## src/rtl/cbd_pkg.sv

```systemverilog
package cbd_pkg;
   typedef enum logic {
      ST_IDLE = 1'b0,
      ST_RUN  = 1'b1
   } job_state_t;

   localparam int unsigned NARROW_W = 4;
   localparam int unsigned WIDE_W   = 6;
   localparam logic [1:0]  ETA_WIDE = 2'd3;
endpackage

```

## src/rtl/cbd_bitbuf.sv

```systemverilog
module cbd_bitbuf #(
   parameter int unsigned BUF_W  = 16,
   parameter int unsigned BYTE_W = 8,
   parameter int unsigned CNT_W  = 5
) (
   input  logic              clk,
   input  logic              rst_n,
   input  logic              clear_i,
   input  logic              push_i,
   input  logic [BYTE_W-1:0] push_data_i,
   input  logic              pop_i,
   input  logic [CNT_W-1:0]  pop_w_i,
   output logic [BUF_W-1:0]  bits_o,
   output logic [CNT_W-1:0]  fill_o
);
   localparam logic [CNT_W-1:0] ROOM_LIM = CNT_W'(BUF_W - BYTE_W);
   localparam logic [CNT_W-1:0] PUSH_N   = CNT_W'(BYTE_W);

   logic [BUF_W-1:0] bits_q, bits_d, after_pop;
   logic [CNT_W-1:0] fill_q, fill_d, fill_mid;

   always_comb begin
      after_pop = pop_i ? (bits_q >> pop_w_i) : bits_q;
      fill_mid  = pop_i ? (fill_q - pop_w_i) : fill_q;
      bits_d    = after_pop;
      fill_d    = fill_mid;
      if (push_i) begin
         bits_d = after_pop | (BUF_W'(push_data_i) << fill_mid);
         fill_d = fill_mid + PUSH_N;
      end
   end

   always_ff @(posedge clk) begin
      if (!rst_n || clear_i) begin
         bits_q <= '0;
         fill_q <= '0;
      end else begin
         bits_q <= bits_d;
         fill_q <= fill_d;
      end
   end

   assign bits_o = bits_q;
   assign fill_o = fill_q;


   pop_fill_chk: assert property (@(posedge clk) disable iff (!rst_n)
      pop_i |-> (pop_w_i <= fill_q));


   push_room_chk: assert property (@(posedge clk) disable iff (!rst_n)
      push_i |-> (fill_q <= ROOM_LIM));
endmodule

```

## src/rtl/cbd_field_map.sv

```systemverilog
module cbd_field_map
   import cbd_pkg::*;
#(
   parameter int unsigned COEF_W = 12
) (
   input  logic [WIDE_W-1:0] fld_i,
   input  logic              wide_i,
   output logic [COEF_W-1:0] coef_o
);
   logic [3:0] diff [2];
   logic [3:0] pick;

   for (genvar v = 0; v < 2; v++) begin : g_var
      localparam int HALF = (v == 0) ? int'(NARROW_W / 2) : int'(WIDE_W / 2);
      logic [2:0] pos_n, neg_n;
      always_comb begin
         pos_n = '0;
         neg_n = '0;
         for (int j = 0; j < HALF; j++) begin
            pos_n = pos_n + 3'(fld_i[j]);
            neg_n = neg_n + 3'(fld_i[HALF+j]);
         end
      end
      assign diff[v] = {1'b0, pos_n} - {1'b0, neg_n};
   end

   assign pick   = wide_i ? diff[1] : diff[0];
   assign coef_o = COEF_W'(signed'(pick));
endmodule

```

## src/rtl/cbd_noise_sampler.sv

```systemverilog
module cbd_noise_sampler
   import cbd_pkg::*;
#(
   parameter int unsigned N_COEF = 256,
   parameter int unsigned COEF_W = 12,
   parameter int unsigned BYTE_W = 8,
   parameter int unsigned BUF_W  = 16
) (
   input  logic              clk,
   input  logic              rst_n,
   input  logic              start_i,
   input  logic [1:0]        eta_i,
   input  logic              in_valid_i,
   input  logic [BYTE_W-1:0] in_byte_i,
   output logic              in_ready_o,
   output logic              out_valid_o,
   output logic [COEF_W-1:0] out_coeff_o,
   output logic              out_last_o,
   input  logic              out_ready_i
);
   localparam int unsigned CNT_W     = $clog2(BUF_W + 1);
   localparam int unsigned IDX_W     = $clog2(N_COEF + 1);
   localparam int unsigned NB_NARROW = N_COEF * NARROW_W / BYTE_W;
   localparam int unsigned NB_WIDE   = N_COEF * WIDE_W / BYTE_W;
   localparam int unsigned BC_W      = $clog2(NB_WIDE + 1);

   localparam logic [CNT_W-1:0] ROOM_LIM = CNT_W'(BUF_W - BYTE_W);
   localparam logic [CNT_W-1:0] FW_N     = CNT_W'(NARROW_W);
   localparam logic [CNT_W-1:0] FW_W     = CNT_W'(WIDE_W);
   localparam logic [IDX_W-1:0] IDX_END  = IDX_W'(N_COEF);
   localparam logic [IDX_W-1:0] IDX_LAST = IDX_W'(N_COEF - 1);
   localparam logic [BC_W-1:0]  BC_NARROW = BC_W'(NB_NARROW);
   localparam logic [BC_W-1:0]  BC_WIDE   = BC_W'(NB_WIDE);

   if (BUF_W < WIDE_W + BYTE_W - 1) begin : g_bad_buf
      $error("cbd_noise_sampler: BUF_W too small for a straddling wide field");
   end
   if (COEF_W < 4) begin : g_bad_coef
      $error("cbd_noise_sampler: COEF_W must be at least 4");
   end
   if (((N_COEF * NARROW_W) % BYTE_W) != 0 || ((N_COEF * WIDE_W) % BYTE_W) != 0) begin : g_bad_cnt
      $error("cbd_noise_sampler: N_COEF fields must fill whole bytes");
   end

   job_state_t        state_q;
   logic              wide_q;
   logic [BC_W-1:0]   bytes_q;
   logic [IDX_W-1:0]  coef_q;
   logic [CNT_W-1:0]  fw, fill;
   logic [BC_W-1:0]   byte_total;
   logic [BUF_W-1:0]  buf_bits;
   logic [COEF_W-1:0] map_coef;
   logic              start_ok, push, pop, slot_free, take_last;
   logic              out_valid_q, out_last_q;
   logic [COEF_W-1:0] out_coeff_q;

   assign fw         = wide_q ? FW_W : FW_N;
   assign byte_total = wide_q ? BC_WIDE : BC_NARROW;
   assign start_ok   = (state_q == ST_IDLE) && start_i;
   assign in_ready_o = (state_q == ST_RUN) && (fill <= ROOM_LIM) && (bytes_q != byte_total);
   assign push       = in_valid_i && in_ready_o;
   assign slot_free  = !out_valid_q || out_ready_i;
   assign pop        = (state_q == ST_RUN) && (fill >= fw) && slot_free && (coef_q != IDX_END);
   assign take_last  = out_valid_q && out_ready_i && out_last_q;

   cbd_bitbuf #(.BUF_W(BUF_W), .BYTE_W(BYTE_W), .CNT_W(CNT_W)) u_buf (
      .clk         (clk),
      .rst_n       (rst_n),
      .clear_i     (start_ok),
      .push_i      (push),
      .push_data_i (in_byte_i),
      .pop_i       (pop),
      .pop_w_i     (fw),
      .bits_o      (buf_bits),
      .fill_o      (fill)
   );

   cbd_field_map #(.COEF_W(COEF_W)) u_map (
      .fld_i  (buf_bits[WIDE_W-1:0]),
      .wide_i (wide_q),
      .coef_o (map_coef)
   );

   always_ff @(posedge clk) begin
      if (!rst_n) begin
         state_q <= ST_IDLE;
         wide_q  <= 1'b0;
         bytes_q <= '0;
         coef_q  <= '0;
      end else begin
         if (start_ok) begin
            state_q <= ST_RUN;
            wide_q  <= (eta_i == ETA_WIDE);
            bytes_q <= '0;
            coef_q  <= '0;
         end else begin
            if (take_last) state_q <= ST_IDLE;
            if (push)      bytes_q <= bytes_q + 1'b1;
            if (pop)       coef_q  <= coef_q + 1'b1;
         end
      end
   end

   always_ff @(posedge clk) begin
      if (!rst_n) begin
         out_valid_q <= 1'b0;
         out_last_q  <= 1'b0;
         out_coeff_q <= '0;
      end else if (pop) begin
         out_valid_q <= 1'b1;
         out_last_q  <= (coef_q == IDX_LAST);
         out_coeff_q <= map_coef;
      end else if (out_ready_i) begin
         out_valid_q <= 1'b0;
         out_last_q  <= 1'b0;
      end
   end

   assign out_valid_o = out_valid_q;
   assign out_last_o  = out_last_q;
   assign out_coeff_o = out_coeff_q;

   logic signed [COEF_W-1:0] lim_s;
   assign lim_s = wide_q ? COEF_W'(3) : COEF_W'(2);


   coef_range_chk: assert property (@(posedge clk) disable iff (!rst_n)
      out_valid_o |-> (($signed(out_coeff_o) <= lim_s) && ($signed(out_coeff_o) >= -lim_s)));


   hold_stable_chk: assert property (@(posedge clk) disable iff (!rst_n)
      (out_valid_o && !out_ready_i) |=> (out_valid_o && $stable(out_coeff_o) && $stable(out_last_o)));


   last_valid_chk: assert property (@(posedge clk) disable iff (!rst_n)
      out_last_o |-> out_valid_o);


   closed_after_chk: assert property (@(posedge clk) disable iff (!rst_n)
      (out_valid_o && out_ready_i && out_last_o) |=> !in_ready_o);


   busy_start_chk: assert property (@(posedge clk) disable iff (!rst_n)
      ((state_q == ST_RUN) && start_i) |=> $stable(wide_q));
endmodule

```

## config.mk

```make
export PLATFORM = sky130hd
export DESIGN_NAME = cbd_noise_sampler
export DESIGN_NICKNAME = d
export VERILOG_FILES = /design/src/rtl/cbd_pkg.sv /design/src/rtl/cbd_bitbuf.sv /design/src/rtl/cbd_field_map.sv /design/src/rtl/cbd_noise_sampler.sv
export SDC_FILE = /design/constraint.sdc
export NUM_CORES = 1
export LEC_CHECK = 0
export BUFFER_PORTS_ARGS = -buffer_cell sky130_fd_sc_hd__buf_2
export CELL_PAD_IN_SITES_DETAIL_PLACEMENT = 0
export CELL_PAD_IN_SITES_GLOBAL_PLACEMENT = 1
export CORE_ASPECT_RATIO = 1.25
export CORE_MARGIN = 5
export CORE_UTILIZATION = 47
export CTS_CLUSTER_DIAMETER = 40
export CTS_CLUSTER_SIZE = 30
export DETAILED_ROUTE_END_ITERATION = 12
export GPL_TIMING_DRIVEN = 0
export PLACE_DENSITY = 0.84
export SLEW_MARGIN = 40
export SYNTH_ARGS = -nofsm -noshare
export SYNTH_HDL_FRONTEND = slang
export SYNTH_HIERARCHICAL = 1
export SYNTH_SLANG_ARGS = --single-unit
```

## constraint.sdc

```tcl
create_clock -name clk -period 4.2 [get_ports clk]
set_clock_uncertainty 0.15 [all_clocks]
set_input_delay 0.63 -clock clk [delete_from_list [all_inputs] [get_ports clk]]
set_output_delay 0.63 -clock clk [all_outputs]
set_load 0.03 [all_outputs]
```

==> results.txt <==
----------------------------------------------------
[Drt]
  Total via count after detailed routing ... around 3,500
  First drt pass iteration count ... 4
  First DRT Iteration DRCs ... 182
  ANT nets after route ... 0
  Residual DRC ... 0
  Post-detailed-route wirelength per cell ... ~17 um
  Via count normalized by instance count ... around 5.8
  Detailed-route wire length ... 10.1 mm

[Placed design]
  Place WS ... ~0.19 ns
  Post-detail-place hpwl ... roughly 7.9 mm
  Final RePlAce weighted congestion ... 0.856
  Port bufs ... 29

[Critical path]
  Setup crit start kind ... register
  Highest-delay cell along the critical path ... sky130_fd_sc_hd__dfxtp_1
  Most Frequent Cell on Critical Path ... sky130_fd_sc_hd__o21ai_0
  Cells along the critical path ... inv_1 > ha_1 > nor2b_1 > o21ai_0 > a211oi_1 > clkbuf_2 > or2b_1 > nand2_2 > mux2_4 > a22oi_1 > o21ai_0 > a311o_1
  Data required time at the worst endpoint ... 4.26 ns
  Flop2flop setup slack ... ~0.50 ns
  RR Startpoint ... u_buf/fill_o[1]
  Endpoint of the worst register-to-register path ... u_buf/bits_o[10]
  Worst Setup End Kind ... register
  Maximum cell stage delay along the critical path ... ~0.45 ns
  Crit path max-delay family ... compound AO/OA/AOI/OAI gates
  Worst Reg-to-Reg Cells ... 12
  Biggest fanout along the worst timing path ... 15
  Critical Setup Path Class ... register to register
  Endpoint arrival time on the critical path ... 3.76 ns
  Worst Path Buf+Inv ... 2

[Synthesis]
  Post-synth top cells ... 54 x sky130_fd_sc_hd__dfxtp_1, 38 x sky130_fd_sc_hd__nand2_1, 38 x sky130_fd_sc_hd__nor2_1
  Seq/Total Area, Yosys ... a little over a quarter
  Share of flip-flops with an asynchronous set or reset ... 0%
  Share of synthesized cell area in and, or, nand and nor gates ... roughly 20%
  Synthesized area per cell ... about 8.7 um2
  XOR/XNOR Fraction of Synth Area ... between 4 and 5%
  Cell type contributing the most total cell area after synthesis ... sky130_fd_sc_hd__dfxtp_1
  Area share of the leading cell type in the synthesized netlist ... around a quarter
  Post-synthesis instance area ... 4060 um2
  Number of distinct library cells after synthesis ... 72
  Biggest area contributors in the synthesized netlist ... sky130_fd_sc_hd__dfxtp_1 27%, sky130_fd_sc_hd__mux4_2 6.1%, sky130_fd_sc_hd__ha_1 5.2%
  Arithmetic-cell share of the synthesized area counting full adders, half adders and majority gates ... roughly 7.2%
  Post-synthesis compound-gate area fraction ... between 10% and 20%
  Dominant cell by count in the synthesized netlist ... sky130_fd_sc_hd__dfxtp_1
  Post-synth EDFFs ... 0
  Number of instances in the synthesized netlist ... about 460
  Dominant synthesized flop cell ... sky130_fd_sc_hd__dfxtp_1
  Main combinational cell family by area after synthesis ... simple AND/OR/NAND/NOR gates
  Seq cells post-synth ... 54
  Share of synthesized area spent on multiplexers ... between 10% and 20%
  Count of synthesis-stage warnings from yosys ... 6

[CTS]
  Sink Count ... between 50 and 60
  Clock root buffer ... sky130_fd_sc_hd__clkbuf_8
  Maximum buffer depth of the clock tree ... 2
  Number of buffers inserted during clock tree synthesis ... 5
  Clock H-tree levels ... 2
  Clock tree from TritonCTS ... built
  Buffers inserted by post-CTS timing repair ... 0
  CTS clock-pin slew for the worst setup and hold paths ... 0.10 ns
  Insertion delay of the later-clocked pin in the worst-skew pair ... approximately 0.31 ns

[Timing]
  Hold WS ... 0.310 ns
  Max transition margin ... approximately half
  Final setup viols ... 0
  Setup total negative slack ... 0 ns
  RSZ-0062 raised after global routing ... false
  Number of slew-limit violations in the final report ... 0
  Post-layout minimum cycle time ... approximately 3.7 ns
  Least-Margin Pin Slew ... 0.726 ns
  Final cycle utilization of the critical path ... about 88%
  Hold Vio Cnt, Final ... 0
  Achievable frequency ... 270 MHz
  Post-route worst setup slack ... 0.497 ns

[Die]
  Initial cell density of the core ... 47.4%
  Die width ... between 90 and 100 um
  Placeable core region ... 8560 um2
  Floorplan die height ... 114 um
  Area enclosed by the die boundary ... between 10,000 and 15,000 um2
  I/O Pins ... 30
  Floorplan row count ... 38

[Global route]
  Pin count of the biggest net entering global routing ... 19
  Number of antenna violations at the first check in global routing ... 0
  Wire length of the first global-routing pass ... approximately 16 mm
  GRT Residual Overflow ... 0
  Overall routing resource usage ... between 10% and 20%
  Via count of the first global-routing pass ... 3,392

[Hold path]
  Hold Path Cell Cnt ... 2
  Type of the tightest min-delay check ... register to register
  Endpoint of the worst hold path ... out_coeff_o[9]
  Hold Crit Start ... out_coeff_o[9]

[Finish]
  Count of nets after finishing ... 541
  Area growth from synthesis to layout ... 9.50%
  Core occupancy in the finished layout ... between 50 and 60%
  Layout cells sized above 1 ... ~18%
  Ant. Diodes ... 0

[Power]
  Worst voltage drop across the vdd grid ... 0.124 mV
  Tot Pwr ... about 1.0 mW
  Power Density ... between 200 and 250 nW/um2
  Cell leakage power ... approximately 1.7 nW

[Outcome]
  Result of the run ... finished clean

[Flow run]
  Max-capacitance violation count ... 0

----------------------------------------------------
-- worst reg2reg max path, delay by kind of cell (launching register included) --
family,cells,cell delay (ns)
flops,1,0.45
compound gates,5,1.45
simple gates,3,0.57
fa+ha+maj,1,0.26
buf+inv,2,0.41
mux,1,0.32
-- report_power, final --
group	leakage (nW)	switching [mW]	total, mW	internal (mW)
logic	1.25	0.119	0.207	0.0880
registers	0.436	0.0110	0.531	0.520
clock network	0.0447	0.189	0.310	0.121
total	1.73	0.319	1.05	0.729
-- flip-flops by register name, summed over array words and instances (netlist names) --
name / count
u_buf/fill_o: 5
u_buf/bits_o: 16
out_last_o: 1
bytes_q: 8
state_q: 1
wide_q: 1
out_coeff_o: 12
out_valid_o: 1
coef_q: 9
-- placed cells by master (no fill, tap or decap), types with 7 or more instances in the layout --
cell,count
sky130_fd_sc_hd__a21oi_1,22
sky130_fd_sc_hd__buf_2,35
sky130_fd_sc_hd__buf_4,12
sky130_fd_sc_hd__clkbuf_1,8
sky130_fd_sc_hd__conb_1,7
sky130_fd_sc_hd__dfxtp_1,53
sky130_fd_sc_hd__ha_1,17
sky130_fd_sc_hd__inv_1,29
sky130_fd_sc_hd__mux2i_1,21
sky130_fd_sc_hd__mux4_2,11
sky130_fd_sc_hd__nand2_1,38
sky130_fd_sc_hd__nand3_1,31
sky130_fd_sc_hd__nor2_1,38
sky130_fd_sc_hd__nor3_1,10
sky130_fd_sc_hd__o21ai_0,28
sky130_fd_sc_hd__o2bb2ai_1,7
sky130_fd_sc_hd__xnor2_1,13
-- metrics by stage --
step | cells | cell area (um2)
finish | 606 | 4440
global route | 606 | 4440
CTS | 606 | 4440
detailed placement | 598 | 4350
global placement | 598 | 4350
floorplan | 469 | 4080
-- timing repair --
| action | CTS | global route |
|---|---|---|
| resized for setup | 0 | 3 |
| endpoints found under the setup margin | 0 | 13 |
| hold buffers | 0 | 0 |
-- per-layer routing --
| layer | up-vias | GRT usage, % | share of wire, % |
|---|---|---|---|
| met5 | - | 0 | 0 |
| met4 | 0 | 8.31 | 3.0 |
| met3 | 18 | 1.78 | 3.0 |
| met2 | 63 | 34.5 | 50 |
| met1 | 1654 | 23.7 | 44 |
| li1 | 1753 | - | - |
-- how the worst max path moves through the flow --
stage	start	cells past startpoint	end
2_1_floorplan	wide_q	11	u_buf/bits_o[10]
3_3_place_gp	wide_q	11	u_buf/bits_o[10]
3_5_place_dp	wide_q	11	u_buf/bits_o[10]
4_1_cts	wide_q	11	u_buf/bits_o[10]
5_1_grt	u_buf/fill_o[1]	12	u_buf/bits_o[9]
6_report	u_buf/fill_o[1]	12	u_buf/bits_o[10]
-- cell type report --
class                      instances  area [um2]
sequential                        54        1080
inverter                          31         116
multi-input combinational        353        2680
clock inverter                     3        25.0
timing repair buffer              29         145
tap                              100         125
clock buffer                       5        68.8
buffer                            31         200
fill                             824        4120
-- kinds of logic after synthesis --
group | count (synthesis)
adder cells (fa/ha/maj) | 21
AO/OA/AOI/OAI | 104
AND/OR/NAND/NOR | 163
buffers and inverters | 62
other | 2
XOR/XNOR | 17
flip-flops | 54
multiplexers | 41
Power figures use the tool's default switching activity.
